## src/rtl/seg_sel_pkg.sv

```systemverilog
// Package: shared codes and constants of the segment selection unit.
// Assumes a 2-bit segment code space and 8-bit instruction bytes.
package seg_sel_pkg;
    typedef enum logic [1:0] {
        SEG_ES = 2'b00,
        SEG_CS = 2'b01,
        SEG_SS = 2'b10,
        SEG_DS = 2'b11
    } seg_code_t;

    localparam logic [1:0] BASE_NONE  = 2'b00;
    localparam logic [1:0] BASE_BX    = 2'b01;
    localparam logic [1:0] BASE_BP    = 2'b10;
    localparam logic [1:0] BASE_SPARE = 2'b11;

    localparam logic [7:0] BYTE_LOCK  = 8'hF0;
    localparam logic [7:0] BYTE_REPNE = 8'hF2;
    localparam logic [7:0] BYTE_REPE  = 8'hF3;

    localparam int NUM_SEGS = 4;
endpackage

```

## src/rtl/seg_prefix_tracker.sv

```systemverilog
// Module: seg_prefix_tracker
// Holds the segment override seen in the current prefix run. Override
// bytes load it, lock/repeat bytes keep it, any other byte clears it.
// Assumes byte_valid qualifies byte_data every cycle.
module seg_prefix_tracker
    import seg_sel_pkg::*;
(
    input  logic       clk,
    input  logic       rst_n,
    input  logic       byte_valid,
    input  logic [7:0] byte_data,
    output logic       ovr_pending,
    output seg_code_t  ovr_code
);
    logic is_ovr_byte;
    logic is_keep_byte;

    // Classify the incoming byte.
    always_comb begin
        is_ovr_byte  = (byte_data[7:5] == 3'b001) && (byte_data[2:0] == 3'b110);
        is_keep_byte = (byte_data == BYTE_LOCK) || (byte_data == BYTE_REPNE) ||
                       (byte_data == BYTE_REPE);
    end

    // Update the pending override on every consumed byte.
    always_ff @(posedge clk) begin
        if (!rst_n) begin
            ovr_pending <= 1'b0;
            ovr_code    <= SEG_DS;
        end else if (byte_valid) begin
            if (is_ovr_byte) begin
                ovr_pending <= 1'b1;
                ovr_code    <= seg_code_t'(byte_data[4:3]);
            end else if (!is_keep_byte) begin
                ovr_pending <= 1'b0;
            end
        end
    end
endmodule

```

## src/rtl/seg_source_picker.sv

```systemverilog
// Module: seg_source_picker
// Chooses the segment for one operand: forced classes first (stack, then
// string destination), then a pending override, then the base default.
// Assumes at most one base register is reported per operand.
module seg_source_picker
    import seg_sel_pkg::*;
(
    input  logic [1:0] base_sel,
    input  logic       index_used,
    input  logic       str_dst,
    input  logic       stack_op,
    input  logic       ovr_pending,
    input  seg_code_t  ovr_code,
    output seg_code_t  seg_code,
    output logic       ovr_applied
);
    seg_code_t dflt_code;

    // Default segment from the base register; the index never decides it.
    always_comb begin
        case ({base_sel, index_used})
            {BASE_BP, 1'b0},
            {BASE_BP, 1'b1}:    dflt_code = SEG_SS;
            {BASE_BX, 1'b0},
            {BASE_BX, 1'b1}:    dflt_code = SEG_DS;
            {BASE_NONE, 1'b1}:  dflt_code = SEG_DS;
            {BASE_NONE, 1'b0}:  dflt_code = SEG_DS;
            default:            dflt_code = SEG_DS;
        endcase
    end

    // Priority resolution of the final segment.
    always_comb begin
        ovr_applied = 1'b0;
        if (stack_op) begin
            seg_code = SEG_SS;
        end else if (str_dst) begin
            seg_code = SEG_ES;
        end else if (ovr_pending) begin
            seg_code    = ovr_code;
            ovr_applied = 1'b1;
        end else begin
            seg_code = dflt_code;
        end
    end
endmodule

```

## src/rtl/seg_addr_former.sv

```systemverilog
// Module: seg_addr_former
// Muxes the selected segment value and forms segment*2^SHIFT + offset,
// truncated to PA_W bits. Assumes PA_W is at least SEG_W+SHIFT or the
// upper segment bits are dropped on purpose.
module seg_addr_former
    import seg_sel_pkg::*;
#(
    parameter int SEG_W = 16,
    parameter int OFS_W = 16,
    parameter int PA_W  = 20,
    parameter int SHIFT = 4
) (
    input  seg_code_t           seg_code,
    input  logic [SEG_W-1:0]    seg_es,
    input  logic [SEG_W-1:0]    seg_cs,
    input  logic [SEG_W-1:0]    seg_ss,
    input  logic [SEG_W-1:0]    seg_ds,
    input  logic [OFS_W-1:0]    eff_offset,
    output logic [PA_W-1:0]     phys_addr
);
    localparam int SUM_W = ((SEG_W + SHIFT) > OFS_W ? (SEG_W + SHIFT) : OFS_W) + 1;

    logic [NUM_SEGS-1:0][SEG_W-1:0] seg_tab;
    logic [SEG_W-1:0]               seg_val;
    logic [SUM_W-1:0]               sum;

    // Arrange the segment values by code.
    generate
        for (genvar g = 0; g < NUM_SEGS; g++) begin : g_tab
            if (g == int'(SEG_ES))      begin : g_es assign seg_tab[g] = seg_es; end
            else if (g == int'(SEG_CS)) begin : g_cs assign seg_tab[g] = seg_cs; end
            else if (g == int'(SEG_SS)) begin : g_ss assign seg_tab[g] = seg_ss; end
            else                        begin : g_ds assign seg_tab[g] = seg_ds; end
        end
    endgenerate

    // Select the segment and add the scaled value to the offset.
    always_comb begin
        seg_val   = seg_tab[seg_code];
        sum       = (SUM_W'(seg_val) << SHIFT) + SUM_W'(eff_offset);
        phys_addr = sum[PA_W-1:0];
    end
endmodule

```

## src/rtl/seg_select_unit.sv

```systemverilog
// Module: seg_select_unit (top)
// Tracks segment override prefixes on the byte stream and resolves the
// segment and physical address of the current memory operand. Operand
// inputs are assumed valid in the cycle the outputs are used.
module seg_select_unit
    import seg_sel_pkg::*;
#(
    parameter int SEG_W = 16,
    parameter int OFS_W = 16,
    parameter int PA_W  = 20,
    parameter int SHIFT = 4
) (
    input  logic              clk,
    input  logic              rst_n,
    input  logic              byte_valid,
    input  logic [7:0]        byte_data,
    input  logic [1:0]        base_sel,
    input  logic              index_used,
    input  logic              str_dst,
    input  logic              stack_op,
    input  logic [SEG_W-1:0]  seg_es,
    input  logic [SEG_W-1:0]  seg_cs,
    input  logic [SEG_W-1:0]  seg_ss,
    input  logic [SEG_W-1:0]  seg_ds,
    input  logic [OFS_W-1:0]  eff_offset,
    output logic [1:0]        seg_code,
    output logic [PA_W-1:0]   phys_addr,
    output logic              ovr_used
);
    logic      ovr_pending;
    seg_code_t ovr_code;
    seg_code_t sel_code;

    seg_prefix_tracker trk_i (
        .clk         (clk),
        .rst_n       (rst_n),
        .byte_valid  (byte_valid),
        .byte_data   (byte_data),
        .ovr_pending (ovr_pending),
        .ovr_code    (ovr_code)
    );

    seg_source_picker pick_i (
        .base_sel    (base_sel),
        .index_used  (index_used),
        .str_dst     (str_dst),
        .stack_op    (stack_op),
        .ovr_pending (ovr_pending),
        .ovr_code    (ovr_code),
        .seg_code    (sel_code),
        .ovr_applied (ovr_used)
    );

    seg_addr_former #(
        .SEG_W (SEG_W),
        .OFS_W (OFS_W),
        .PA_W  (PA_W),
        .SHIFT (SHIFT)
    ) addr_i (
        .seg_code   (sel_code),
        .seg_es     (seg_es),
        .seg_cs     (seg_cs),
        .seg_ss     (seg_ss),
        .seg_ds     (seg_ds),
        .eff_offset (eff_offset),
        .phys_addr  (phys_addr)
    );

    // Drive the code output from the picker.
    assign seg_code = sel_code;
endmodule

```

## config.mk

```make
export PLATFORM = sky130hd
export DESIGN_NAME = seg_select_unit
export DESIGN_NICKNAME = d
export VERILOG_FILES = /design/src/rtl/seg_sel_pkg.sv /design/src/rtl/seg_prefix_tracker.sv /design/src/rtl/seg_source_picker.sv /design/src/rtl/seg_addr_former.sv /design/src/rtl/seg_select_unit.sv
export SDC_FILE = /design/constraint.sdc
export NUM_CORES = 1
export LEC_CHECK = 0
export ABC_AREA = 1
export BUFFER_PORTS_ARGS = -buffer_cell sky130_fd_sc_hd__buf_2
export CORE_MARGIN = 1
export CORE_UTILIZATION = 25
export DETAILED_ROUTE_END_ITERATION = 10
export PLACE_DENSITY = 0.69
export RECOVER_POWER = 50
export REMOVE_ABC_BUFFERS = 1
export SLEW_MARGIN = 10
export SYNTH_ARGS = -nofsm -noshare
export SYNTH_HDL_FRONTEND = slang
export SYNTH_SLANG_ARGS = --single-unit
```

## constraint.sdc

```tcl
create_clock -name clk -period 2.3 [get_ports clk]
set_input_delay 0.115 -clock clk [delete_from_list [all_inputs] [get_ports clk]]
set_output_delay 0.115 -clock clk [all_outputs]
set_load 0.01 [all_outputs]
```

==> results of run 1 <==
## path summary, 6_finish.rpt
| check | from | end | cells past startpoint |
|---|---|---|---|
| setup / recovery | trk_i.ovr_pending$_SDFFE_PN0P_ | phys_addr[11] | 13 |
| hold / removal | rst_n | trk_i.ovr_code[0]$_SDFFE_PN1P_ | 2 |
| setup reg to reg | trk_i.ovr_pending$_SDFFE_PN0P_ | trk_i.ovr_pending$_SDFFE_PN0P_ | 3 |
| hold reg to reg | trk_i.ovr_code[1]$_SDFFE_PN1P_ | trk_i.ovr_code[1]$_SDFFE_PN1P_ | 2 |
## cell type report
class	instances	area, µm²	area share
flip-flops and latches	3	65.1	0.0238
repair buffers	163	1030	0.376
inverters	32	130	0.0477
well taps	70	87.6	0.0321
multi-input cells	199	1380	0.504
clock buffers	4	45.0	0.0165
## power groups by stage
stage / sequential, W / combinational, W / clock, W
floorplan: 0.0000537 / 0.000326 / 0
finish: 0.0000520 / 0.000827 / 0.000155
global route: 0.0000520 / 0.000900 / 0.000165
detailed placement: 0.0000537 / 0.000623 / 0
CTS: 0.0000530 / 0.000693 / 0.000158
global placement: 0.0000537 / 0.000615 / 0
## state kept, by name, summed over array words and instances (netlist names)
signal	cells
trk_i.ovr_code	2
trk_i.ovr_pending	1
## cells by family (layout without fill, tap and decap cells)
logic type / after synthesis / after routing
compound gates: 54 / 54
flops: 3 / 3
simple gates: 122 / 122
buf+inv: 44 / 199
fa+ha+maj: 13 / 13
xor+xnor: 10 / 10
## cell usage after synthesis
library cell / n
nand2_1: 52
nor2_1: 32
inv_1: 29
o21ai_0: 28
nand3_1: 24
ha_1: 12
o22ai_1: 12
a21oi_1: 8
xor2_1: 8
buf_4: 5
buf_2: 4
nand2_2: 4
dfxtp_1: 3
inv_2: 3
nand3_2: 3
clkbuf_1: 2
nand3_4: 2
nand4_1: 2
nor2_2: 2
xnor2_1: 2
a21boi_0: 1
a21boi_1: 1
a21oi_4: 1
buf_6: 1
fa_1: 1
nor4_1: 1
o211ai_1: 1
o21a_1: 1
o41ai_1: 1
## metal layers
| metal | vias up | track usage | wire, µm |
|---|---|---|---|
| met5 | - | 0 | 0 |
| met4 | 0 | 0.0538 | 110 |
| met3 | 10 | 0.0275 | 260 |
| met2 | 69 | 0.337 | 2850 |
| met1 | 978 | 0.212 | 2410 |
| li1 | 1123 | - | - |
## per-stage QoR
step	worst slack [ns]	total power, W	hold slack (ns)	TNS, ns	instance area [µm²]
after floorplan	-0.333	0.000379	0.199	-2.01	1310
after global placement	-0.250	0.000668	0.230	-1.52	2200
after detailed placement	-0.345	0.000677	0.230	-2.35	2200
after CTS	-0.333	0.000904	0.113	-3.24	2430
after global routing	-0.537	0.00112	0.119	-6.21	2730
final	-0.410	0.00103	0.113	-4.35	2730
## timing repair
action                     4_1_cts  5_1_grt
buffers inserted                11       11
gates resized for setup         39       61
pin swaps                       11       39
setup endpoints to repair       14       14
hold buffers                     0        0
gates cloned                     0        1
==> summary.md, run 1 <==
| Metric | Value |
|---|---|
| Ordered cell list for the critical path | `nand2_4 -> a21oi_4 -> buf_6 -> o21ai_1 -> o22ai_1 -> ha_1 -> a21oi_2 -> nand2_4 -> a21oi_4 -> o21ai_2 -> buf_4 -> xor2_1 -> buf_2` |
| Grt ovf | `0` |
| # H-tree levels | `1` |
| Top delay family on crit path | `compound AO/OA/AOI/OAI gates` |
| Pint | `0.000590 W` |
| Commonest non-fill, non-tap cell in the layout | `buf_2` |
| Power density over cell area | `379 mW/mm²` |
| Commonest cells after routing, fill and taps aside | `buf_2, nand2_1, buf_4, inv_1, nor2_1` |
| Tightest Hold Check Type | `in -> reg` |
| Drt first pass iters | `4` |
| Clock sinks | `3` |
| Fraction of layout cells with a size suffix above 1 | `0.584` |
| Final core occ | `0.525` |
| Post-synth top area share | `0.141` |
| P_leak | `roughly 1.5 nW` |
| Final min period | `~2.7 ns` |
| Synth Area in XOR/XNOR | `0.0634` |
| Critical path required time | `2.18 ns` |
| Fillers | `just over 500` |
| Row cnt | `26` |
| HPWL after DPL | `approximately 4100 µm` |
| Sequential element share of the synthesized area | `0.0435` |
| CP Capture Type | `primary output` |
| DR vias/cell | `4.63` |
| Gate power share | `0.800` |
| Reg2reg setup slack | `1.55 ns` |
| Num CTS Buffers | `3` |
| Vias after detailed routing | `roughly 2200` |
| Slew Limit Fails | `0` |
| Compound-cell area share of the yosys netlist | `0.225` |
| Cell taking the most area after synthesis | `nand2_1` |
| Die ar. | `0.00583 mm²` |
| F_max | `369 MHz` |
| Synth warn | `0` |
| RSZ-0062 raised after global routing | `true` |
| Max-cap violations | `0` |
| Core area | `0.00520 mm²` |
| Sw frac | `0.430` |
| CTS tree | `done` |
| Finished Layout Cells | `~470` |
| Largest net degree at the start of global routing | `21` |
| Avg Cell Area, Syn | `5.62 µm²` |
| Final Hold Fails | `0` |
| Synthesized cell area | `0.00138 mm²` |
| Post-route DRC | `0` |
| GP Congestion | `roughly 0.83` |
| Critical Path AT | `about 2.6 ns` |
| Worst Max-Slew Pin Slew | `0.320 ns` |
| Clk Latency, worst-skew pair | `0.21 ns` |
| Period utilization | `1.18` |
| Post-synthesis mux area share | `0` |
| Status | `finished, violations left` |
| Final Worst Setup Slack | `-0.410 ns` |
| Die width | `approximately 76 µm` |
| Post-Syn Instances | `246` |
| Flop pwr share | `0.050` |
| First-pass GRT wire length | `roughly 9000 µm` |
| VDD IR max | `467 µV` |
| Yosys cell types | `29` |
| Drt total wl | `5630 µm` |
| CTS Buffer Depth | `2` |
| Slowest stage delay, CP | `approximately 0.38 ns` |
| CTS clk-pin slew, worst paths | `roughly 0.03 ns` |
| Placed cells | `about 440` |
| DIE HEIGHT | `approximately 76 µm` |
| Yosys reg bits | `3` |
| Final Skew | `0 ns` |
| Power share of the clock group | `0.150` |
| WS Path Type | `reg -> out` |
| CP Max Fanout | `8` |
| Starting Density | `0.265` |
| Buffers on Ports | `~110` |
| Vias in the first global route | `2151` |
| Area grow syn2layout | `97.6%` |
| Adder-cell share of the synthesized area | `0.123` |
| Crit start category | `flip-flop` |
| Synth area leaders | `nand2_1, ha_1, o21ai_0` |
| Iter 0 DRT Violations | `85` |
| # diodes | `0` |
| Total Routing Usage GR | `0.182` |
| Main combinational cell family by area after synthesis | `simple AND/OR/NAND/NOR gates` |
| Count of final setup violators | `13` |
| Violated checks | `negative setup slack` |
| Post-synthesis simple-gate area fraction | `0.403` |
| Buf/Inv on CP | `3` |
| Final net count | `511` |
| Initial antenna violation count | `0` |
| Root buffer cell | `clkbuf_8` |
| Net switching power | `between 0.0004 and 0.0005 W` |
| ANT nets after route | `0` |
| Slew margin rel. | `0.785` |
| CP max-delay cell | `dfxtp_4` |
| Ports | `around 120` |
| DR WL/cell | `12.0 µm` |
No activity file was read; power rests on OpenSTA's default activity.
==> run 2: changes to the inputs <==
--- a/config.mk
+++ b/config.mk
@@ -5,12 +5,11 @@
 export SDC_FILE = /design/constraint.sdc
 export NUM_CORES = 1
 export LEC_CHECK = 0
-export ABC_AREA = 1
 export BUFFER_PORTS_ARGS = -buffer_cell sky130_fd_sc_hd__buf_2
 export CORE_MARGIN = 1
 export CORE_UTILIZATION = 25
 export DETAILED_ROUTE_END_ITERATION = 10
-export PLACE_DENSITY = 0.69
+export PLACE_DENSITY = 0.68
 export RECOVER_POWER = 50
 export REMOVE_ABC_BUFFERS = 1
 export SLEW_MARGIN = 10
==> summary.md, run 2 <==
| Metric | Value |
|---|---|
| Post-Syn Instances | `216 (was 246)` |
| Top sig layer | `met4 (unchanged)` |
| Sw frac | `0.426 (was 0.430)` |
| Commonest non-fill, non-tap cell in the layout | `buf_2 (unchanged)` |
| Critical Path AT | `3.15 ns (was 2.60 ns)` |
| Routed met2 length | `3160 µm (was 2850 µm)` |
| First-pass GRT wire length | `9280 µm (was 8840 µm)` |
| Pint | `0.000608 W (was 0.000590 W)` |
| Yosys cell types | `50 (was 29)` |
| Crit start category | `flip-flop (unchanged)` |
| Yosys reg bits | `3 (unchanged)` |
| Fillers | `556 (was 515)` |
| Initial antenna violation count | `0 (unchanged)` |
| Starting Density | `0.260 (was 0.265)` |
| Ordered cell list for the critical path | `nor3b_2 -> or4_4 -> clkinv_4 -> and3_1 -> a31oi_2 -> ha_2 -> fa_2 -> a211oi_2 -> o21bai_1 -> nand2_1 -> a21oi_2 -> or3_1 -> a32oi_1 -> buf_2 (was nand2_4 -> a21oi_4 -> buf_6 -> o21ai_1 -> o22ai_1 -> ha_1 -> a21oi_2 -> nand2_4 -> a21oi_4 -> o21ai_2 -> buf_4 -> xor2_1 -> buf_2)` |
| Avg Cell Area, Syn | `6.68 µm² (was 5.62 µm²)` |
| Row cnt | `27 (was 26)` |
| Post-route DRC | `0 (unchanged)` |
| # diodes | `0 (unchanged)` |
| ANT nets after route | `0 (unchanged)` |
| CP Capture Type | `primary output (unchanged)` |
| Buffers on Ports | `109 (unchanged)` |
| Net switching power | `0.000451 W (was 0.000445 W)` |
| Iter 0 DRT Violations | `79 (was 85)` |
| CTS tree | `done (unchanged)` |
| CP Max Fanout | `6 (was 8)` |
| Synth area leaders | `nand2_1, ha_1, a31oi_1 (was nand2_1, ha_1, o21ai_0)` |
| # H-tree levels | `1 (unchanged)` |
| Root buffer cell | `clkbuf_8 (unchanged)` |
| Largest net degree at the start of global routing | `19 (was 21)` |
| Routed wl met3 | `247 µm (was 260 µm)` |
| Met1 WL | `2480 µm (was 2410 µm)` |
| Most frequent cell after synthesis | `nand2_1 (unchanged)` |
| Biggest regs | `trk_i.ovr_code x2, trk_i.ovr_pending x1 (unchanged)` |
| Worst hold margin | `0.0880 ns (was 0.113 ns)` |
| Leading register cell type out of synthesis | `dfxtp_1 (unchanged)` |
| Top delay family on crit path | `simple AND/OR/NAND/NOR gates (was compound AO/OA/AOI/OAI gates)` |
| Async set-reset flop share out of synthesis | `0 (unchanged)` |
| Sequential element share of the synthesized area | `0.0416 (was 0.0435)` |
| VDD IR max | `307 µV (was 467 µV)` |
| HPWL after DPL | `4660 µm (was 4120 µm)` |
| Final Worst Setup Slack | `-0.969 ns (was -0.410 ns)` |
| Status | `finished, violations left (unchanged)` |
| Die width | `78.0 µm (was 76.3 µm)` |
| Top post-synthesis cells by count | `nand2_1, a31oi_1, and3_1 (was nand2_1, nor2_1, inv_1)` |
| Cell taking the most area after synthesis | `nand2_1 (unchanged)` |
| Commonest cells after routing, fill and taps aside | `buf_2, nand2_1, buf_4, and3_1, xor2_1 (was buf_2, nand2_1, buf_4, inv_1, nor2_1)` |
| Setup_tns | `-10.14 ns (was -4.35 ns)` |
| RSZ-0062 raised after global routing | `true (unchanged)` |
| Synth warn | `0 (unchanged)` |
| DR WL/cell | `13.6 µm (was 12.0 µm)` |
| DIE HEIGHT | `78.0 µm (was 76.3 µm)` |
| Area grow syn2layout | `90.4% (was 97.6%)` |
| DR vias/cell | `4.89 (was 4.63)` |
| Gate power share | `0.806 (was 0.800)` |
| Die ar. | `0.00608 mm² (was 0.00583 mm²)` |
| Post-synth EDFFs | `0 (unchanged)` |
| Drt first pass iters | `4 (unchanged)` |
| Final net count | `475 (was 511)` |
| Num CTS Buffers | `3 (unchanged)` |
| Synthesized cell area | `0.00144 mm² (was 0.00138 mm²)` |
| Clk Latency, worst-skew pair | `0.21 ns (about the same)` |
| Final Skew | `0 ns (unchanged)` |
| Fraction of layout cells with a size suffix above 1 | `0.586 (was 0.584)` |
| Register Area | `63.8 µm² (was 65.1 µm²)` |
| Biggest register | `trk_i.ovr_code (unchanged)` |
| Vias in the first global route | `2172 (was 2151)` |
| Max-cap violations | `0 (unchanged)` |
| Slew Limit Fails | `0 (unchanged)` |
| P_leak | `1.36 nW (was 1.49 nW)` |
| WS Path Type | `reg -> out (unchanged)` |
| Flop pwr share | `0.049 (was 0.050)` |
| Final min period | `3.27 ns (was 2.71 ns)` |
| Grt ovf | `0 (unchanged)` |
| CP max-delay cell | `or4_4 (was dfxtp_4)` |
| Clock sinks | `3 (unchanged)` |
| Footprint of the multi-input gates | `0.00157 mm² (was 0.00138 mm²)` |
| Vias after detailed routing | `2136 (was 2180)` |
| Buf/Inv on CP | `2 (was 3)` |
| Count of final setup violators | `15 (was 13)` |
| Slew margin rel. | `0.534 (was 0.785)` |
| CTS clk-pin slew, worst paths | `0.03 ns (about the same)` |
| Slowest stage delay, CP | `0.51 ns (was 0.38 ns)` |
| Final Hold Fails | `0 (unchanged)` |
| Max FFs per register | `2 (unchanged)` |
| F_max | `306 MHz (was 369 MHz)` |
| Post-synth top area share | `0.174 (was 0.141)` |
| Drt total wl | `5960 µm (was 5630 µm)` |
| Power share of the clock group | `0.145 (was 0.150)` |
| Core area | `0.00554 mm² (was 0.00520 mm²)` |
| CTS Buffer Depth | `2 (unchanged)` |
| Violated checks | `negative setup slack (unchanged)` |
| Tightest Hold Check Type | `in -> reg (unchanged)` |
| GP Congestion | `0.888 (was 0.832)` |
| Power density over cell area | `386 mW/mm² (was 379 mW/mm²)` |
| Worst Max-Slew Pin Slew | `0.689 ns (was 0.320 ns)` |
| Ports | `119 (unchanged)` |
| Critical path required time | `2.18 ns (about the same)` |
| Total Routing Usage GR | `0.185 (was 0.182)` |
| Period utilization | `1.42 (was 1.18)` |
-- run 2: cell type report --
class / count / share of cell area
flip-flops and latches: 3 / 0.0232
well taps: 72 / 0.0328
multi-input cells: 197 / 0.573
clock buffers: 4 / 0.0164
repair buffers: 158 / 0.347
inverters: 3 / 0.00774
-- run 2: power groups by stage --
stage	registers [W]	logic (W)	clock network (W)
2_1_floorplan	0.0000535	0.000360	0
3_3_place_gp	0.0000535	0.000696	0
3_5_place_dp	0.0000535	0.000701	0
4_1_cts	0.0000528	0.000773	0.000159
5_1_grt	0.0000518	0.000924	0.000163
6_report	0.0000518	0.000854	0.000154
-- run 2: cells by family (layout without fill, tap and decap cells) --
kind of cell    Yosys count  after routing  share of synthesized area
fa+ha+maj                13             13                      0.118
mux                       9              9                     0.0729
xor+xnor                 12             12                     0.0729
compound gates           54             55                      0.259
buf+inv                  17            165                     0.0841
flops                     3              3                     0.0416
simple gates            108            108                      0.351
-- run 2: routing by layer --
layer  global-route usage  vias to the layer above
li1                     -                     1080
met4               0.0481                        0
met3               0.0282                        8
met1                0.213                      978
met5                    0                        -
met2                0.351                       70
-- run 2: through the flow --
stage | total power, W | utilization | cells | worst slack (ns) | cell area, µm²
6_report | 0.00106 | 0.496 | 437 | -0.969 | 2750
3_3_place_gp | 0.000750 | 0.418 | 427 | -0.878 | 2320
3_5_place_dp | 0.000755 | 0.418 | 427 | -0.943 | 2320
2_1_floorplan | 0.000413 | - | 202 | -0.998 | 1340
5_1_grt | 0.00114 | 0.496 | 437 | -1.11 | 2750
4_1_cts | 0.000985 | 0.460 | 433 | -0.956 | 2550
-- run 2: path summary, 6_finish.rpt --
check	startpoint	to	slack [ns]	cells past startpoint
worst max-delay path	trk_i.ovr_pending$_SDFFE_PN0P_	phys_addr[18]	-0.97	14
worst min-delay path	rst_n	trk_i.ovr_code[0]$_SDFFE_PN1P_	0.09	2
worst max register to register	trk_i.ovr_code[1]$_SDFFE_PN1P_	trk_i.ovr_code[1]$_SDFFE_PN1P_	1.56	3
worst min register to register	trk_i.ovr_code[0]$_SDFFE_PN1P_	trk_i.ovr_code[0]$_SDFFE_PN1P_	0.54	2
-- run 2: what timing repair did --
item | in CTS | in global routing
pin swaps | 10 | 19
cloned | 1 | 0
resized for setup | 33 | 35
hold buffers | 0 | 0
setup buffers | 1 | 4
endpoints found under the setup margin | 15 | 15
-- run 2: worst register-to-register path: cells and delay by family (launching register included) --
kind | cells | cell delay [ns]
and+or+nand+nor | 1 | 0.06
muxes | 1 | 0.11
buffers and inverters | 1 | 0.13
DFF | 1 | 0.32
==> run 3: changes to the inputs <==
--- a/config.mk
+++ b/config.mk
@@ -5,11 +5,13 @@
 export SDC_FILE = /design/constraint.sdc
 export NUM_CORES = 1
 export LEC_CHECK = 0
+export ABC_AREA = 1
 export BUFFER_PORTS_ARGS = -buffer_cell sky130_fd_sc_hd__buf_2
 export CORE_MARGIN = 1
 export CORE_UTILIZATION = 25
+export CTS_BUF_LIST = sky130_fd_sc_hd__clkbuf_8 sky130_fd_sc_hd__clkbuf_16
 export DETAILED_ROUTE_END_ITERATION = 10
-export PLACE_DENSITY = 0.68
+export PLACE_DENSITY = 0.69
 export RECOVER_POWER = 50
 export REMOVE_ABC_BUFFERS = 1
 export SLEW_MARGIN = 10
==> summary.md, run 3 (same netlist as run 1, synthesis figures left out) <==
| Metric | Value |
|---|---|
| Status | `finished, violations left (unchanged)` |
| Violated checks | `negative setup slack (unchanged)` |
| Final core occ | `0.525 (was 0.496)` |
| Register Area | `65.1 µm² (was 63.8 µm²)` |
| Footprint of the multi-input gates | `0.00138 mm² (was 0.00157 mm²)` |
| Max-cap violations | `0 (unchanged)` |
| Vias in the first global route | `2152 (was 2172)` |
| VDD IR max | `466 µV (was 307 µV)` |
| CTS clk-pin slew, worst paths | `0.03 ns (about the same)` |
| Biggest register | `trk_i.ovr_code (unchanged)` |
| Period utilization | `1.18 (was 1.42)` |
| Endpoint, Worst Hold | `trk_i.ovr_code[0]$_SDFFE_PN1P_ (unchanged)` |
| ANT nets after route | `0 (unchanged)` |
| DR vias/cell | `4.63 (was 4.89)` |
| Tightest Hold Check Type | `in -> reg (unchanged)` |
| Power density over cell area | `378 mW/mm² (was 386 mW/mm²)` |
| Design Area, Final | `0.00273 mm² (was 0.00275 mm²)` |
| Slew margin rel. | `0.781 (was 0.534)` |
| Reg2reg setup slack | `1.54 ns (was 1.56 ns)` |
| Area after DPL | `0.00220 mm² (was 0.00232 mm²)` |
| # H-tree levels | `1 (unchanged)` |
| DIE HEIGHT | `76.3 µm (was 78.0 µm)` |
| Biggest regs | `trk_i.ovr_code x2, trk_i.ovr_pending x1 (unchanged)` |
| Starting Density | `0.265 (was 0.260)` |
| CTS Buffer Depth | `2 (unchanged)` |
| Met1 WL | `2400 µm (was 2480 µm)` |
| Ports | `119 (unchanged)` |
| CP Capture Type | `primary output (unchanged)` |
| Die width | `76.3 µm (was 78.0 µm)` |
| Final Skew | `0 ns (unchanged)` |
| Commonest cells after routing, fill and taps aside | `buf_2, nand2_1, buf_4, inv_1, nor2_1 (was buf_2, nand2_1, buf_4, and3_1, xor2_1)` |
| Clock sinks | `3 (unchanged)` |
| F_max | `369 MHz (was 306 MHz)` |
| Fillers | `515 (was 556)` |
| # diodes | `0 (unchanged)` |
| Critical Path AT | `2.60 ns (was 3.15 ns)` |
| Setup_tns | `-4.35 ns (was -10.14 ns)` |
| Crit start category | `flip-flop (unchanged)` |
| RSZ-0062 raised after global routing | `true (unchanged)` |
| Fraction of layout cells with a size suffix above 1 | `0.584 (was 0.586)` |
| Total Routing Usage GR | `0.182 (was 0.185)` |
| Initial antenna violation count | `0 (unchanged)` |
| Top sig layer | `met4 (unchanged)` |
| Largest net degree at the start of global routing | `21 (was 19)` |
| Drt total wl | `5640 µm (was 5960 µm)` |
| Grt ovf | `0 (unchanged)` |
| WS Path Type | `reg -> out (unchanged)` |
| Worst Hold Path Cells | `2 (unchanged)` |
| Reg2reg end | `trk_i.ovr_pending$_SDFFE_PN0P_ (was trk_i.ovr_code[1]$_SDFFE_PN1P_)` |
| Buf/Inv on CP | `3 (was 2)` |
| DR WL/cell | `12.0 µm (was 13.6 µm)` |
| Die ar. | `0.00583 mm² (was 0.00608 mm²)` |
| Slew Limit Fails | `0 (unchanged)` |
| Top delay family on crit path | `compound AO/OA/AOI/OAI gates (was simple AND/OR/NAND/NOR gates)` |
| Iter 0 DRT Violations | `82 (was 79)` |
| Clk Latency, worst-skew pair | `0.21 ns (about the same)` |
| Hold Startpoint | `rst_n (unchanged)` |
| CTS tree | `done (unchanged)` |
| Final min period | `2.71 ns (was 3.27 ns)` |
| Routed wl met3 | `266 µm (was 247 µm)` |
| Root buffer cell | `clkbuf_8 (unchanged)` |
| Core area | `0.00520 mm² (was 0.00554 mm²)` |
| Final Worst Setup Slack | `-0.411 ns (was -0.969 ns)` |
| Num CTS Buffers | `3 (unchanged)` |
| P_leak | `1.49 nW (was 1.36 nW)` |
| Max FFs per register | `2 (unchanged)` |
| CP Max Fanout | `8 (was 6)` |
| CP max-delay cell | `dfxtp_4 (was or4_4)` |
| Row cnt | `26 (was 27)` |
| Routed met2 length | `2860 µm (was 3160 µm)` |
| Vias after detailed routing | `2181 (was 2136)` |
| Area grow syn2layout | `97.6% (was 90.4%)` |
| Worst r2r path cells | `3 (unchanged)` |
| Worst hold margin | `0.114 ns (was 0.0880 ns)` |
| Reg-to-Reg Start | `trk_i.ovr_pending$_SDFFE_PN0P_ (was trk_i.ovr_code[1]$_SDFFE_PN1P_)` |
| Count of final setup violators | `13 (was 15)` |
| GP Congestion | `0.832 (was 0.888)` |
| Drt first pass iters | `6 (was 4)` |
| Commonest non-fill, non-tap cell in the layout | `buf_2 (unchanged)` |
| CTS Hold Buffers Added | `0 (unchanged)` |
| Post-route DRC | `0 (unchanged)` |
| Worst Max-Slew Pin Slew | `0.325 ns (was 0.689 ns)` |
| Slowest stage delay, CP | `0.38 ns (was 0.51 ns)` |
| HPWL after DPL | `4120 µm (was 4660 µm)` |
| Ordered cell list for the critical path | `nand2_4 -> a21oi_4 -> buf_6 -> o21ai_1 -> o22ai_1 -> ha_1 -> a21oi_2 -> nand2_4 -> a21oi_4 -> o21ai_2 -> buf_4 -> xor2_1 -> buf_2 (was nor3b_2 -> or4_4 -> clkinv_4 -> and3_1 -> a31oi_2 -> ha_2 -> fa_2 -> a211oi_2 -> o21bai_1 -> nand2_1 -> a21oi_2 -> or3_1 -> a32oi_1 -> buf_2)` |
| Critical path required time | `2.18 ns (about the same)` |
| Final Hold Fails | `0 (unchanged)` |
| Final net count | `511 (was 475)` |
| Buffers on Ports | `109 (unchanged)` |
| First-pass GRT wire length | `8840 µm (was 9280 µm)` |
==> run 3: cell count changes in the layout (fill, tap and decap cells not counted), sizes merged, moves of 7 or more <==
| cell | delta |
|---|---|
| o22ai | +12 |
| a31oi | -16 |
| mux2i | -7 |
| nor2 | +27 |
| nand2 | -11 |
| and3 | -14 |
| nand3 | +26 |
| inv | +31 |
| o21ai | +22 |
| a21o | -7 |
==> run 3: how the worst max path moves through the flow <==
stage / start / endpoint / slack, ns / cells after the start
6_report: trk_i.ovr_pending$_SDFFE_PN0P_ / phys_addr[11] / -0.41 / 13
5_1_grt: trk_i.ovr_pending$_SDFFE_PN0P_ / phys_addr[14] / -0.54 / 16
4_1_cts: trk_i.ovr_pending$_SDFFE_PN0P_ / phys_addr[12] / -0.33 / 15
3_5_place_dp: trk_i.ovr_pending$_SDFFE_PN0P_ / phys_addr[12] / -0.34 / 14
3_3_place_gp: trk_i.ovr_pending$_SDFFE_PN0P_ / phys_addr[13] / -0.25 / 16
2_1_floorplan: trk_i.ovr_pending$_SDFFE_PN0P_ / phys_addr[14] / -0.33 / 16
==> run 3: final cells by class <==
type / instances / share of cell area
Sequential cell: 3 / 0.0238
Clock inverter: 1 / 0.00137
Tap cell: 70 / 0.0321
Inverter: 32 / 0.0477
Clock buffer: 3 / 0.0151
Timing Repair Buffer: 163 / 0.376
Multi-Input combinational cell: 199 / 0.504
==> run 3: per-stage QoR <==
stage	setup slack [ns]	total power, W	cells
after floorplan	-0.333	0.000379	234
after global routing	-0.537	0.00111	471
after detailed placement	-0.345	0.000677	444
after CTS	-0.334	0.000900	459
after global placement	-0.250	0.000668	444
final	-0.411	0.00103	471
==> run 3: power by group <==
part	switching [W]	internal (W)
sequential	0.000000344	0.0000517
combinational	0.000408	0.000420
clock	0.0000380	0.000114
==> run 3: worst register-to-register path, cell delays in order (launching register included) <==
cell      delay [ns]
dfxtp_4         0.38
buf_4           0.11
nand2_1         0.04
a21boi_0        0.14
==> run 3: metal layers <==
metal	GRT usage	up-vias
met4	0.0538	0
met3	0.0275	10
met5	0	-
li1	-	1123
met1	0.212	975
met2	0.337	73
==> run 3: repair_timing <==
action,4_1_cts,5_1_grt
resized for setup,39,61
buffers inserted,11,11
gates cloned,0,1
setup endpoints to repair,14,14
pin swaps,11,39
